--- src/rtl/mdb_pkg.sv ---
package mdb_pkg;
  typedef enum logic [1:0] {
    OP_HOLD,
    OP_FLUSH,
    OP_LOAD,
    OP_STEP
  } mdb_op_e;
endpackage

--- src/rtl/mdb_ctrl.sv ---
module mdb_ctrl
  import mdb_pkg::*;
#(
  parameter int DEPTH = 4,
  parameter int CNT_W = $clog2(DEPTH + 1)
) (
  input  logic             clk_i,
  input  logic             rst_ni,
  input  logic             push_i,
  input  logic             pop_i,
  input  logic             flush_i,
  input  logic             load_i,
  input  logic [CNT_W-1:0] load_cnt_i,
  output mdb_op_e          op_o,
  output logic             pop_o,
  output logic             push_o,
  output logic [CNT_W-1:0] slot_o,
  output logic [CNT_W-1:0] cnt_nxt_o
);
  localparam logic [CNT_W-1:0] FULL_CNT = CNT_W'(DEPTH);

  logic [CNT_W-1:0] cnt_q, after_pop, load_n, cnt_d;
  logic             pop_ok, push_ok;
  mdb_op_e          op;

  always_comb begin
    pop_ok    = pop_i && (cnt_q != '0);
    after_pop = pop_ok ? cnt_q - 1'b1 : cnt_q;
    // pop frees a slot before the push looks for room
    push_ok   = push_i && (after_pop != FULL_CNT);
    load_n    = (load_cnt_i > FULL_CNT) ? FULL_CNT : load_cnt_i;
    if (flush_i) begin
      op    = OP_FLUSH;
      cnt_d = '0;
    end else if (load_i) begin
      op    = OP_LOAD;
      cnt_d = load_n;
    end else if (pop_ok || push_ok) begin
      op    = OP_STEP;
      cnt_d = after_pop + CNT_W'(push_ok);
    end else begin
      op    = OP_HOLD;
      cnt_d = cnt_q;
    end
  end

  always_ff @(posedge clk_i or negedge rst_ni) begin
    if (!rst_ni) cnt_q <= '0;
    else         cnt_q <= cnt_d;
  end

  assign op_o      = op;
  assign pop_o     = pop_ok && (op == OP_STEP);
  assign push_o    = push_ok && (op == OP_STEP);
  assign slot_o    = after_pop;
  assign cnt_nxt_o = cnt_d;
endmodule

--- src/rtl/mdb_store.sv ---
module mdb_store
  import mdb_pkg::*;
#(
  parameter int DATA_W = 8,
  parameter int DEPTH  = 4,
  parameter int CNT_W  = $clog2(DEPTH + 1)
) (
  input  logic                    clk_i,
  input  logic                    rst_ni,
  input  mdb_op_e                 op_i,
  input  logic                    pop_i,
  input  logic                    push_i,
  input  logic [CNT_W-1:0]        slot_i,
  input  logic [DATA_W-1:0]       push_data_i,
  input  logic [DEPTH*DATA_W-1:0] load_data_i,
  output logic [DATA_W-1:0]       head_o
);
  logic [DATA_W-1:0] ent [DEPTH];

  for (genvar k = 0; k < DEPTH; k++) begin : g_slot
    logic [DATA_W-1:0] slot_q, below;

    if (k == DEPTH - 1) begin : g_last
      assign below = '0;
    end else begin : g_inner
      assign below = ent[k+1];
    end

    always_ff @(posedge clk_i or negedge rst_ni) begin
      if (!rst_ni) begin
        slot_q <= '0;
      end else begin
        case (op_i)
          OP_FLUSH: slot_q <= '0;
          OP_LOAD:  slot_q <= load_data_i[k*DATA_W +: DATA_W];
          OP_STEP: begin
            if (push_i && (slot_i == CNT_W'(k))) slot_q <= push_data_i;
            else if (pop_i)                      slot_q <= below;
          end
          default: ;
        endcase
      end
    end

    assign ent[k] = slot_q;
  end

  assign head_o = ent[0];
endmodule

--- src/rtl/mdb_flags.sv ---
module mdb_flags #(
  parameter int DEPTH = 4,
  parameter int CNT_W = $clog2(DEPTH + 1)
) (
  input  logic             clk_i,
  input  logic             rst_ni,
  input  logic [CNT_W-1:0] cnt_nxt_i,
  output logic             has_data_o,
  output logic             full_o
);
  always_ff @(posedge clk_i or negedge rst_ni) begin
    if (!rst_ni) begin
      has_data_o <= 1'b0;
      full_o     <= 1'b0;
    end else begin
      has_data_o <= (cnt_nxt_i != '0);
      full_o     <= (cnt_nxt_i == CNT_W'(DEPTH));
    end
  end
endmodule

--- src/rtl/mstr_data_buf.sv ---
module mstr_data_buf
  import mdb_pkg::*;
#(
  parameter int                 DATA_W    = 8,
  parameter int                 DEPTH     = 4,
  parameter logic [DATA_W-1:0]  EMPTY_VAL = '1,
  localparam int                CNT_W     = $clog2(DEPTH + 1)
) (
  input  logic                    clk_i,
  input  logic                    rst_ni,
  input  logic                    push_i,
  input  logic [DATA_W-1:0]       push_data_i,
  input  logic                    pop_i,
  output logic [DATA_W-1:0]       rd_data_o,
  input  logic                    flush_i,
  input  logic                    load_i,
  input  logic [CNT_W-1:0]        load_cnt_i,
  input  logic [DEPTH*DATA_W-1:0] load_data_i,
  output logic                    has_data_o,
  output logic                    full_o
);
  mdb_op_e           op;
  logic              pop_go, push_go;
  logic [CNT_W-1:0]  slot, cnt_nxt;
  logic [DATA_W-1:0] head;

  mdb_ctrl #(.DEPTH(DEPTH), .CNT_W(CNT_W)) u_ctrl (
    .clk_i      (clk_i),
    .rst_ni     (rst_ni),
    .push_i     (push_i),
    .pop_i      (pop_i),
    .flush_i    (flush_i),
    .load_i     (load_i),
    .load_cnt_i (load_cnt_i),
    .op_o       (op),
    .pop_o      (pop_go),
    .push_o     (push_go),
    .slot_o     (slot),
    .cnt_nxt_o  (cnt_nxt)
  );

  mdb_store #(.DATA_W(DATA_W), .DEPTH(DEPTH), .CNT_W(CNT_W)) u_store (
    .clk_i       (clk_i),
    .rst_ni      (rst_ni),
    .op_i        (op),
    .pop_i       (pop_go),
    .push_i      (push_go),
    .slot_i      (slot),
    .push_data_i (push_data_i),
    .load_data_i (load_data_i),
    .head_o      (head)
  );

  mdb_flags #(.DEPTH(DEPTH), .CNT_W(CNT_W)) u_flags (
    .clk_i      (clk_i),
    .rst_ni     (rst_ni),
    .cnt_nxt_i  (cnt_nxt),
    .has_data_o (has_data_o),
    .full_o     (full_o)
  );

  assign rd_data_o = has_data_o ? head : EMPTY_VAL;
endmodule

--- config.mk ---
export PLATFORM = sky130hd
export DESIGN_NAME = mstr_data_buf
export DESIGN_NICKNAME = d
export VERILOG_FILES = /design/src/rtl/mdb_pkg.sv /design/src/rtl/mdb_ctrl.sv /design/src/rtl/mdb_store.sv /design/src/rtl/mdb_flags.sv /design/src/rtl/mstr_data_buf.sv
export SDC_FILE = /design/constraint.sdc
export NUM_CORES = 1
export LEC_CHECK = 0
export ABC_AREA = 1
export BUFFER_PORTS_ARGS = -buffer_cell sky130_fd_sc_hd__buf_2
export CAP_MARGIN = 20
export CORE_MARGIN = 2
export CORE_UTILIZATION = 33
export DETAILED_ROUTE_END_ITERATION = 8
export PLACE_DENSITY = 0.62
export SYNTH_ARGS = -nofsm -noshare
export SYNTH_HDL_FRONTEND = slang
export SYNTH_HIERARCHICAL = 1
export SYNTH_SLANG_ARGS = --single-unit
--- constraint.sdc ---
create_clock -name clk_i -period 2.9 [get_ports clk_i]
set_input_delay 0.435 -clock clk_i [delete_from_list [all_inputs] [get_ports clk_i]]
set_output_delay 0.435 -clock clk_i [all_outputs]
set_load 0.01 [all_outputs]
Word-level counts from Yosys, hierarchy flattened
Index checks and enable logic that the tools add are counted.

storage, ports and cells
  register bits = 37
  input bits = 49
  word-level logic and storage cells = 60

cells by class
  add/subtract/negate cells = 2
  magnitude comparators = 1
  equality and inequality tests = 12
  mux-type cells = 21
  reductions and logical operators = 17

operators by type and width
  kind                 count
  $pmux 8 s3           4
  $mux 8               9
  $mux 3               5
  $ne 3x2->1 const B   4
  $reduce_bool 3->1    3
  $logic_and 1x1->1    8
  $reduce_and 2->1     4
  $eq 3x2->1 const B   2
  $mux 2               3
  $eq 2x2->1 const B   2
  $add 3x1->3          1
  $eq 3x1->1 const B   1
  $eq 3x3->1 const B   1
  $gt 3x3->1 const B   1
  $logic_not 3->1      1
  $ne 3x3->1 const B   1
  $sub 3x1->3 const B  1
  $eq 2x1->1 const B   1
  $logic_or 1x1->1     1

Logic depth before layout (Yosys ltp)
Gate-level depths: netlist (run 1).

  depth in word-level cells = 14
  mapped depth = 19
  gate-level depth less buffers = 19

Modules after synthesis
The synthesis (run 1) kept the hierarchy.

by module, submodules not included
  module         times used  cells an instance  area each (µm²)  seq. area each (µm²)
  mdb_store      1           331                2087.0           800.8
  mdb_ctrl       1           56                 404.1            75.1
  mdb_flags      1           8                  76.3             50.0
  mstr_data_buf  1           17                 65.1             0.0

Worst setup path after synthesis (run 1)
No wires, ideal clock.

  path kind = reg2reg
  start = reg u_ctrl.cnt_q[0]
  end = reg u_store.g_slot[2].slot_q[0]
  library setup time = 117 ps
  arrival = 2126 ps
  slack = 657 ps
  cell stages (with the launch flop) = 19
  period minus slack after synthesis = 2243 ps
  cells stage by stage = dfrtp_1 -> inv_1 -> ha_1 -> nand2_2 -> nand2_2 -> nand2_1 -> nand2_4 -> nand3_4 -> nand2_4 -> nand2_4 -> nand2_4 -> nand2_1 -> nand2_2 -> nor2_1 -> nand2_2 -> nand2_2 -> clkinv_2 -> nor2_1 -> nor2_1

on the way
  longest elaborated chain between the ends = 14

RTL lines
  element                                                line                                             RTL
  start: declaration                                     mdb_ctrl.sv:22                                   logic [CNT_W-1:0] cnt_q, after_pop, load_n, cnt_d;
  start signal: assignment                               mdb_ctrl.sv:49                                   else cnt_q <= cnt_d;
  branches (longest 5 deep; another with $sub 3x1->3)    --
  $logic_or 1x1->1 *                                     mdb_ctrl.sv:38                                   end else if (pop_ok || push_ok) begin
  $mux 2 *                                               mdb_ctrl.sv:38
  $mux 2 *                                               mdb_ctrl.sv:35                                   end else if (load_i) begin
  $mux 2 *                                               mdb_ctrl.sv:32                                   if (flush_i) begin
  via op[0]                                              mstr_data_buf.sv:22                              mdb_op_e op;
  $eq 2x2->1                                             mdb_ctrl.sv:53, mdb_ctrl.sv:54, mdb_store.sv:33
  $logic_and 1x1->1                                      mdb_ctrl.sv:54                                   assign push_o = push_ok && (op == OP_STEP);
  $logic_and 1x1->1                                      mdb_store.sv:37                                  if (push_i && (slot_i == CNT_W'(k))) slot_q <= push_data_i;
  $mux 8 / $ne 3x2->1 (equally long branches)            --
  $pmux 8 s3 / $reduce_and 2->1 (equally long branches)  --
  end signal: assignment                                 mdb_store.sv:35                                  OP_LOAD: slot_q <= load_data_i[k*DATA_W +: DATA_W];
  end signal: assignment                                 mdb_store.sv:37
  end signal: assignment                                 mdb_store.sv:38                                  else if (pop_i) slot_q <= below;
  end: declaration                                       mdb_store.sv:21                                  logic [DATA_W-1:0] slot_q, below;

Mark *: on every way through the listed nets, which the timed path passes.
A chain may end at the register's enable or synchronous reset.

Worst setup path after layout (run 1)
  start = reg u_ctrl.cnt_q[0]
  end = reg u_store.g_slot[2].slot_q[4]

The elaborated chain is that of the path after synthesis.

==> results of run 1 <==
layout make-up:
type,instances,area (sq um),share of cell area
multi-input combinational,310,1460,0.457
sequential,37,926,0.291
timing repair buffer,66,363,0.114
inverter,56,211,0.0664
tap,102,128,0.0400
clock buffer,7,96.3,0.0302
clock inverter,1,5.00,0.00157
flip-flops by register name, indices dropped and copies added (netlist names):
| name | cells |
|---|---|
| u_ctrl/cnt_q | 3 |
| u_flags/full_o | 1 |
| u_flags/has_data_o | 1 |
| u_store/g_slot.below | 24 |
| u_store/head_o | 8 |
per-layer routing:
metal  up-vias  share of wire
met1      1201           0.45
met5         -              0
met4         0          0.018
li1       1395              -
met3        12          0.057
met2        83           0.47
per-stage QoR:
| stage | hold WS [ps] | worst slack [ps] | total power [mW] | cell area, sq um |
|---|---|---|---|---|
| finish | 246 | 319 | 1.56 | 3190 |
| global route | 319 | 11.1 | 1.67 | 3190 |
| CTS | 276 | 212 | 1.57 | 3160 |
| detailed placement | 459 | 241 | 1.17 | 3060 |
| global placement | 459 | 358 | 1.15 | 3060 |
| floorplan | 139 | 657 | 0.999 | 2630 |
final timing paths:
check | start | cells past startpoint | slack, ps | end
setup reg to reg | u_ctrl/cnt_q[0] | 17 | 320 | u_store/g_slot[1].below[4]
setup / recovery | u_ctrl/cnt_q[0] | 17 | 320 | u_store/g_slot[1].below[4]
hold / removal | rst_ni | 1 | 250 | u_store/g_slot[1].below[1]
hold reg to reg | u_store/g_slot[2].below[4] | 2 | 480 | u_store/g_slot[2].below[4]
max in group asynchronous | rst_ni | 1 | 2130 | u_store/g_slot[0].below[1]
min in group clk_i | load_data_i[25] | 3 | 370 | u_store/g_slot[2].below[1]
kinds of logic after synthesis:
| group | after synthesis |
|---|---|
| adders and majority gates | 3 |
| DFF | 37 |
| AOI/OAI and AO/OA | 15 |
| xor gates and xnor gates | 1 |
| buffers and inverters | 65 |
| and+or+nand+nor | 291 |
report_power, final:
group | total [mW] | internal (mW) | leakage (nW) | switching [mW]
sequential | 0.636 | 0.588 | 0.486 | 0.0478
combinational | 0.524 | 0.187 | 1.28 | 0.337
clock | 0.400 | 0.215 | 0.0542 | 0.185
total | 1.56 | 0.990 | 1.82 | 0.570
layout by cell type (no fill, tap or decap), drive strengths merged:
cell and count:
a21oi 4, a22oi 8, buf 66, clkbuf 7, clkinv 2, dfrtp 37, ha 3, inv 55
nand2 167, nand3 52, nand4 3, nor2 67, nor3 2, o21a 1, o21ai 2, xor2 1
==> results.cfg, run 1 <==
[critical_path]
slowest_delay_ps = 380
crit_buf_inv = 2
end_kind = register
path_class = reg2reg
critPathSlowestCell = dfrtp_1
critical_path_peak_fanout = 16
arrival_ps = 2810
cp_cell_sequence = inv_1, ha_1, nand2_2, nand2_2, nand2_1, nand2_4, nand3_4, nand2_4, nand2_4, nand2_4, nand2_1, nor2_2, buf_4, nand2_1, nand3_1, nor2_1, nor2_1
cp_common_cell = nand2_4
cp.required_ps = 3130
cp_top_family = simple AND/OR/NAND/NOR gates
critPathLaunchType = register

[floorplan]
fp-row-count = 32
die_area_sq_um = 8710
start_util = 0.341
die_w_microns = 93.3
coreArea_sq_um = 7730
die_h_microns = 93.3
io-pin-count = 59

[power]
p_per_area_nw_per_um2 = 489
vdd_ir_drop_max_mv = 0.167
power.leakage_nw = 1.82

[detailed_routing]
drtIter0Drc = 156
drt_wl_total_microns = 7070
viasPerCell = 4.65
drtPass1Iterations = 4
detail-route-antenna-nets = 0
vias = 2691
drc = 0
route.detailed.wl_per_inst_microns = 12.2

[synthesis]
synth_area_leaders = dfrtp_1, nand2_1, nand3_1
synth_most_common_cell = nand2_1
yosys-top-cells-count = nand2_1, nor2_1, nand3_1
async_flop_share = 1.00
synth_fa_ha_area_frac = 0.0143
synth_top_family_by_area = simple AND/OR/NAND/NOR gates
synth_compound_area_frac = 0.0413
synthMuxAreaShare = 0
syn_area_per_cell_sq_um = 6.39
ys_ff_latch = 37
synthSimpleGateAreaFrac = 0.494
synth_edf_count = 0
yosysTopAreaCell = dfrtp_1
synth_flop_cell = dfrtp_1
syn_nets = 464
ys_seq_area_frac = 0.352
yosys.area_share.xor_xnor = 0.00333
synth_area_sq_um = 2630
synthCells = 412
yosysUniqueCellTypes = 24
synth_top_area_frac = 0.352
ys_warn_count = 6

[worst_hold_path]
hold_path.class = in2async

[cells_and_area]
layout-drive-gt1-share = 0.237
stdcell_count = 579
antenna_cells = 0
fillers = 831
fin_util = 0.412
fin_nets = 528
syn_to_final_growth_pct = 21.1

[clocking]
cts_tree = yes
cts_buffers = 5
post_cts_buffers = 0
clk_path_buf_depth = 2
cts_htree_levels = 2
cts.sinks = 37
clock-root-buffer = clkbuf_8
clk_latency_ps = 290
cts_hold_buf = 0
cts_resized = 0
clk_pin_slew_worst_paths_ps = 70

[timing]
slew_viol_final = 0
grt_setup_unrepaired = false
max-slew-margin-rel = 0.436
tns_ps = 0
final-hold-violation-count = 0
fmax_ghz = 0.387
setup_viol = 0
fin_skew_ps = 4.82
post-route-min-period_ps = 2580
tightest_slew_ps = 846
timing.final.crit_share = 0.890

[global_routing]
grt_max_degree = 38
antenna_found_initial = 0
grt_pass1_vias = 2589
busiest_layer = met2
track_usage = 0.171
grtUsageMet1 = 0.227
grt-ovfl-total = 0
use_met2 = 0.279
use_met3 = 0.0274
grt_pass1_wl_microns = 11900

[placement]
placed_cells = 569
gp_congestion = 0.853
portBuffers = 58
hpwl_microns = 5460

[outcome]
outcome = finished clean

[job]
maxCapViolations = 0
Note: power is estimated with default switching activity, not from simulation.
==> run 2, diff against run 1 <==
GPL_TIMING_DRIVEN = 0   (was default)
RECOVER_POWER = 100   (was default)
==> run 2 against run 1 <==
Compared with the run above: the run now ends with max-capacitance violations, max-slew violations left; worst setup slack worse by 69 ps; sequential power shrank 1%; cell area down 1.6%; non-clock buffer count up 1; sequential share of layout area rose by 0.49 points; first-iteration DRC count is 65% higher; clock-buffer cell count shrank 2; global-route usage increased by 0.72 points; cell count grew 0.17%.
==> results.cfg, run 2 (synthesized netlist as in run 1, its figures left out) <==
[floorplan]
die_area_sq_um = 8710
io-pin-count = 59
fp-row-count = 32
coreArea_sq_um = 7730
start_util = 0.341
die_w_microns = 93.3
die_h_microns = 93.3

[job]
maxCapViolations = 1

[critical_path]
r2r_end = u_store/g_slot[2].below[3]
crit_end = u_store/g_slot[2].below[3]
critPathLaunchType = register
path_class = reg2reg
reg2reg_depth = 17
arrival_ps = 2830
cp.required_ps = 3080
r2r_slack_ps = 250
r2r_start = u_ctrl/cnt_q[0]
end_kind = register
startpoint = u_ctrl/cnt_q[0]
critical_path_peak_fanout = 10

[timing]
grt_setup_unrepaired = false
max-slew-margin-rel = -0.357
slew_viol_final = 38
fmax_ghz = 0.377
tightest_slew_ps = 2040
post-route-min-period_ps = 2650
fin_skew_ps = 6.78
setup_viol = 0
final-hold-violation-count = 0
tns_ps = 0
timing.final.crit_share = 0.914
setup_ws_ps = 250

[clocking]
cts_htree_levels = 2
clk_latency_ps = 290
cts_tree = yes
clk_pin_slew_worst_paths_ps = 80
cts.sinks = 37
cts_buffers = 5
clock-root-buffer = clkbuf_8
clk_path_buf_depth = 2
cts_hold_buf = 0

[detailed_routing]
detail-route-antenna-nets = 0
drtPass1Iterations = 6
drtIter0Drc = 258
drt_wl_total_microns = 7370
viasPerCell = 4.73
vias = 2742
drc = 0
route.detailed.wl_per_inst_microns = 12.7

[power]
power.leakage_nw = 1.78
p_comb_frac = 0.347
p_clk_frac = 0.238
swShare = 0.385
seqPwrFrac = 0.415
p_int_mw = 0.929
vdd_ir_drop_max_mv = 0.157
netSwitchingPower_mw = 0.582
p_per_area_nw_per_um2 = 482

[outcome]
violations = max-capacitance violations, max-slew violations
outcome = complete, but fails checks

[global_routing]
grt_pass1_vias = 2583
track_usage = 0.178
grt_max_degree = 38
grt_pass1_wl_microns = 12200
grt-ovfl-total = 0
antenna_found_initial = 0

[cells_and_area]
largest_reg_flops = 24
layout-drive-gt1-share = 0.211
fin_nets = 529
syn_to_final_growth_pct = 19.1
multiInputGateArea_sq_um = 1460
antenna_cells = 0
final_common_cell = nand2_1
fillers = 885
final_cell_mix = nand2_1, nor2_1, buf_2, nand3_1, inv_1
seqCellArea_sq_um = 926

[placement]
portBuffers = 58
place_ws_ps = 157
gp_congestion = 0.886
hpwl_microns = 5600

[worst_hold_path]
hold_path.class = in2reg
## run 2: power groups by stage
stage	Clock [mW]	Sequential, mW	Combinational (mW)
floorplan	0	0.629	0.371
global route	0.387	0.638	0.597
detailed placement	0	0.637	0.526
CTS	0.369	0.627	0.528
global placement	0	0.635	0.515
finish	0.359	0.627	0.524
## run 2: critical path, cell delays in order (launching register included)
cell      delay [ps]
dfrtp_1          350
inv_1             80
ha_1             230
nand2_2          110
nand2_2          110
nand2_1          120
nand2_4           70
nand3_4           60
nand2_4           70
nand2_4           80
nand2_4           60
nand2_1          110
nor2_1            60
inv_1            160
clkbuf_1         460
o21ai_2          240
nand2_1          110
nand2_1           50
## run 2: cell type report
cell class / count / share of cell area
Multi-Input combinational cell: 310 / 0.467
Sequential cell: 37 / 0.295
Timing Repair Buffer: 58 / 0.0886
Inverter: 56 / 0.0675
Tap cell: 102 / 0.0407
Clock buffer: 5 / 0.0220
Buffer: 9 / 0.0132
Clock inverter: 3 / 0.00559
## run 2: timing repair
item | in CTS | in global routing
setup endpoints to repair | 0 | 28
gates resized for setup | 0 | 5
setup buffers | 0 | 0
hold endpoints to repair | 0 | 0
## run 2: routing by layer
| layer | global-route usage | vias up | routed length, microns |
|---|---|---|---|
| li1 | - | 1394 | - |
| met4 | 0.0380 | 0 | 58 |
| met1 | 0.239 | 1224 | 3310 |
| met5 | 0 | - | 0 |
| met3 | 0.0274 | 8 | 494 |
| met2 | 0.303 | 116 | 3500 |
## run 2: worst min path at each step
stage | startpoint | end | slack, ps | cells after the start
2_1_floorplan | rst_ni | u_ctrl/cnt_q[0] | 140 | 0
3_3_place_gp | u_store/g_slot[2].below[6] | u_store/g_slot[2].below[6] | 460 | 2
3_5_place_dp | u_store/g_slot[2].below[1] | u_store/g_slot[2].below[1] | 460 | 2
4_1_cts | rst_ni | u_store/g_slot[1].below[4] | 280 | 1
5_1_grt | load_data_i[29] | u_store/g_slot[2].below[5] | 390 | 3
6_report | load_data_i[28] | u_store/g_slot[2].below[4] | 380 | 3
## run 2: stage by stage
step | instances | cell area, sq um | utilization | hold WS (ps) | power (mW)
after floorplan | 412 | 2630 | - | 139 | 0.999
after global placement | 572 | 3050 | 0.395 | 459 | 1.15
after detailed placement | 572 | 3050 | 0.395 | 459 | 1.16
after CTS | 580 | 3140 | 0.406 | 282 | 1.52
after global routing | 580 | 3130 | 0.406 | 392 | 1.62
final | 580 | 3130 | 0.406 | 376 | 1.51
==> run 3, diff against run 2 <==
BUFFER_PORTS_ARGS = -buffer_cell sky130_fd_sc_hd__clkbuf_2   (was -buffer_cell sky130_fd_sc_hd__buf_2)
SYNTH_HIERARCHICAL = default   (was 1)
==> run 3 against run 2 <==
Compared with the run above: the run now ends clean; synthesized cell count is 4.6% lower; total power is 3.8% lower; global-route usage is 0.86 points lower; worst setup slack better by 190 ps; worst hold slack worse by 180 ps; cell area is 3.8% lower; critical endpoint is now u_store.g_slot[2].below[7]; highest routed layer unchanged.
==> results.cfg, run 3 <==
[outcome]
outcome = finished clean

[synthesis]
ys_warn_count = 0
synthCells = 393
yosysTopAreaCell = dfrtp_1
synth_most_common_cell = nand2_1
async_flop_share = 1.00
synth_top_area_frac = 0.368
synth_flop_cell = dfrtp_1
syn_area_per_cell_sq_um = 6.41
ys_seq_area_frac = 0.368
synth_top_family_by_area = simple AND/OR/NAND/NOR gates
synthSimpleGateAreaFrac = 0.447
synthMuxAreaShare = 0
yosysUniqueCellTypes = 27
synth_area_leaders = dfrtp_1, nand2_1, inv_1
ys_ff_latch = 37
yosys-top-cells-count = nand2_1, inv_1, dfrtp_1
synth_compound_area_frac = 0.0611
synth_fa_ha_area_frac = 0.0149
yosys.area_share.xor_xnor = 0.00348
syn_nets = 445
synth_area_sq_um = 2520
synth_edf_count = 0

[detailed_routing]
detail-route-antenna-nets = 0
drt_wl_total_microns = 6540
drtIter0Drc = 136
drc = 0
viasPerCell = 4.49
route.detailed.wl_per_inst_microns = 11.7
vias = 2503
drtPass1Iterations = 5

[timing]
tightest_slew_ps = 1350
max-slew-margin-rel = 0.0988
grt_setup_unrepaired = false
final-hold-violation-count = 0
setup_viol = 0
fin_skew_ps = 5.39
fmax_ghz = 0.407
post-route-min-period_ps = 2460
tns_ps = 0
slew_viol_final = 0
timing.final.crit_share = 0.848

[power]
p_total_mw = 1.45
power.leakage_nw = 1.80
vdd_ir_drop_max_mv = 0.189
p_per_area_nw_per_um2 = 482

[clocking]
cts_buffers = 5
cts.sinks = 37
clk_path_buf_depth = 2
cts_tree = yes
cts_hold_buf = 0
clock-root-buffer = clkbuf_8
clk_latency_ps = 300
clk_pin_slew_worst_paths_ps = 80
cts_resized = 0
post_cts_buffers = 0
cts_htree_levels = 2

[critical_path]
critical_path_peak_fanout = 8
cp_cell_sequence = inv_1, ha_1, nand2_1, nand2_1, nand2_1, nand2_1, nand3_1, nand2_1, nand2_2, nor2_4, inv_1, o21ai_2, nand2_1, nand2_1
cp_common_cell = nand2_1
slowest_delay_ps = 390
arrival_ps = 2690
cp.required_ps = 3130
critPathLaunchType = register
end_kind = register
path_class = reg2reg
critPathSlowestCell = dfrtp_1

[cells_and_area]
final_common_cell = nand2_1
multiInputGateArea_sq_um = 1310
stdcell_count = 558
largest_reg_flops = 24
syn_to_final_growth_pct = 19.8
final_cell_mix = nand2_1, inv_1, clkbuf_2, dfrtp_1, nand3_1
fillers = 827
fin_area_sq_um = 3020
seqCellArea_sq_um = 926
fin_nets = 510
antenna_cells = 0
layout-drive-gt1-share = 0.166

[global_routing]
grt_pass1_vias = 2575
grt-ovfl-total = 0
antenna_found_initial = 0
grt_pass1_wl_microns = 11400
grt_max_degree = 38
track_usage = 0.169

[floorplan]
fp-row-count = 31
die_w_microns = 91.4
coreArea_sq_um = 7330
die_area_sq_um = 8350
start_util = 0.344
io-pin-count = 59
die_h_microns = 91.4

[placement]
portBuffers = 57
gp_congestion = 0.809
dpl_cell_area_sq_um = 2930
placed_cells = 549
hpwl_microns = 5030

[job]
maxCapViolations = 0

[worst_hold_path]
hold_path.class = in2async
==> run 3: changes by cell type after synthesis, sizes merged, moves of 4 or more <==
cell   delta
inv       +6
nand3    -18
buf       -4
nor2     -53
nand2    +46
==> run 3: metrics by stage <==
step	util	worst slack [ps]	hold WS [ps]
after floorplan	-	940	139
after global placement	0.399	610	458
after detailed placement	0.399	577	465
after CTS	0.415	561	325
after global routing	0.412	143	249
final	0.412	441	192
==> run 3: logic make-up after synthesis <==
logic type / Yosys count
compound gates: 17
xor+xnor: 1
fa+ha+maj: 3
buf+inv: 69
flops: 37
simple gates: 266
==> run 3: routing by layer <==
metal  wire length [microns]  vias to the layer above  part of all wire  track usage
met5                       0                        -                 0            0
met4                      74                        0             0.011       0.0467
met3                     269                        6             0.041       0.0282
met2                    3050                       53              0.47        0.286
met1                    3150                     1128              0.48        0.224
li1                        -                     1316                 -            -
==> run 3: worst max-delay path: cells and delay by family (launching register included) <==
kind	cells	cell delay, ps
adders and majority gates	1	180
AOI/OAI and AO/OA	1	160
DFF	1	390
buffers and inverters	2	210
and+or+nand+nor	10	1460
==> run 3: layout make-up <==
cell class | instances | share of cell area
buffer | 7 | 0.0112
clock buffer | 7 | 0.0286
clock inverter | 1 | 0.00995
inverter | 62 | 0.0771
multi-input combinational | 287 | 0.434
sequential | 37 | 0.307
tap | 99 | 0.0411
timing repair buffer | 58 | 0.0912
==> run 3: path summary, 6_finish.rpt <==
kind / depth (start not counted) / startpoint / slack (ps) / endpoint
max in group asynchronous: 2 / rst_ni / 1010 / u_store.g_slot[0].below[6]
min in group clk_i: 3 / load_data_i[24] / 370 / u_store.g_slot[2].below[0]
min reg2reg: 2 / u_store.g_slot[2].below[5] / 480 / u_store.g_slot[2].below[5]
max: 14 / u_ctrl.cnt_q[1] / 440 / u_store.g_slot[2].below[7]
max reg2reg: 14 / u_ctrl.cnt_q[1] / 440 / u_store.g_slot[2].below[7]
min: 1 / rst_ni / 190 / u_store.g_slot[1].below[7]
==> run 3: report_power, final <==
group | leakage [nW] | switching (mW) | total [mW] | internal (mW)
registers | 0.492 | 0.0242 | 0.587 | 0.563
clock network | 0.0585 | 0.199 | 0.479 | 0.281
logic | 1.25 | 0.258 | 0.386 | 0.129
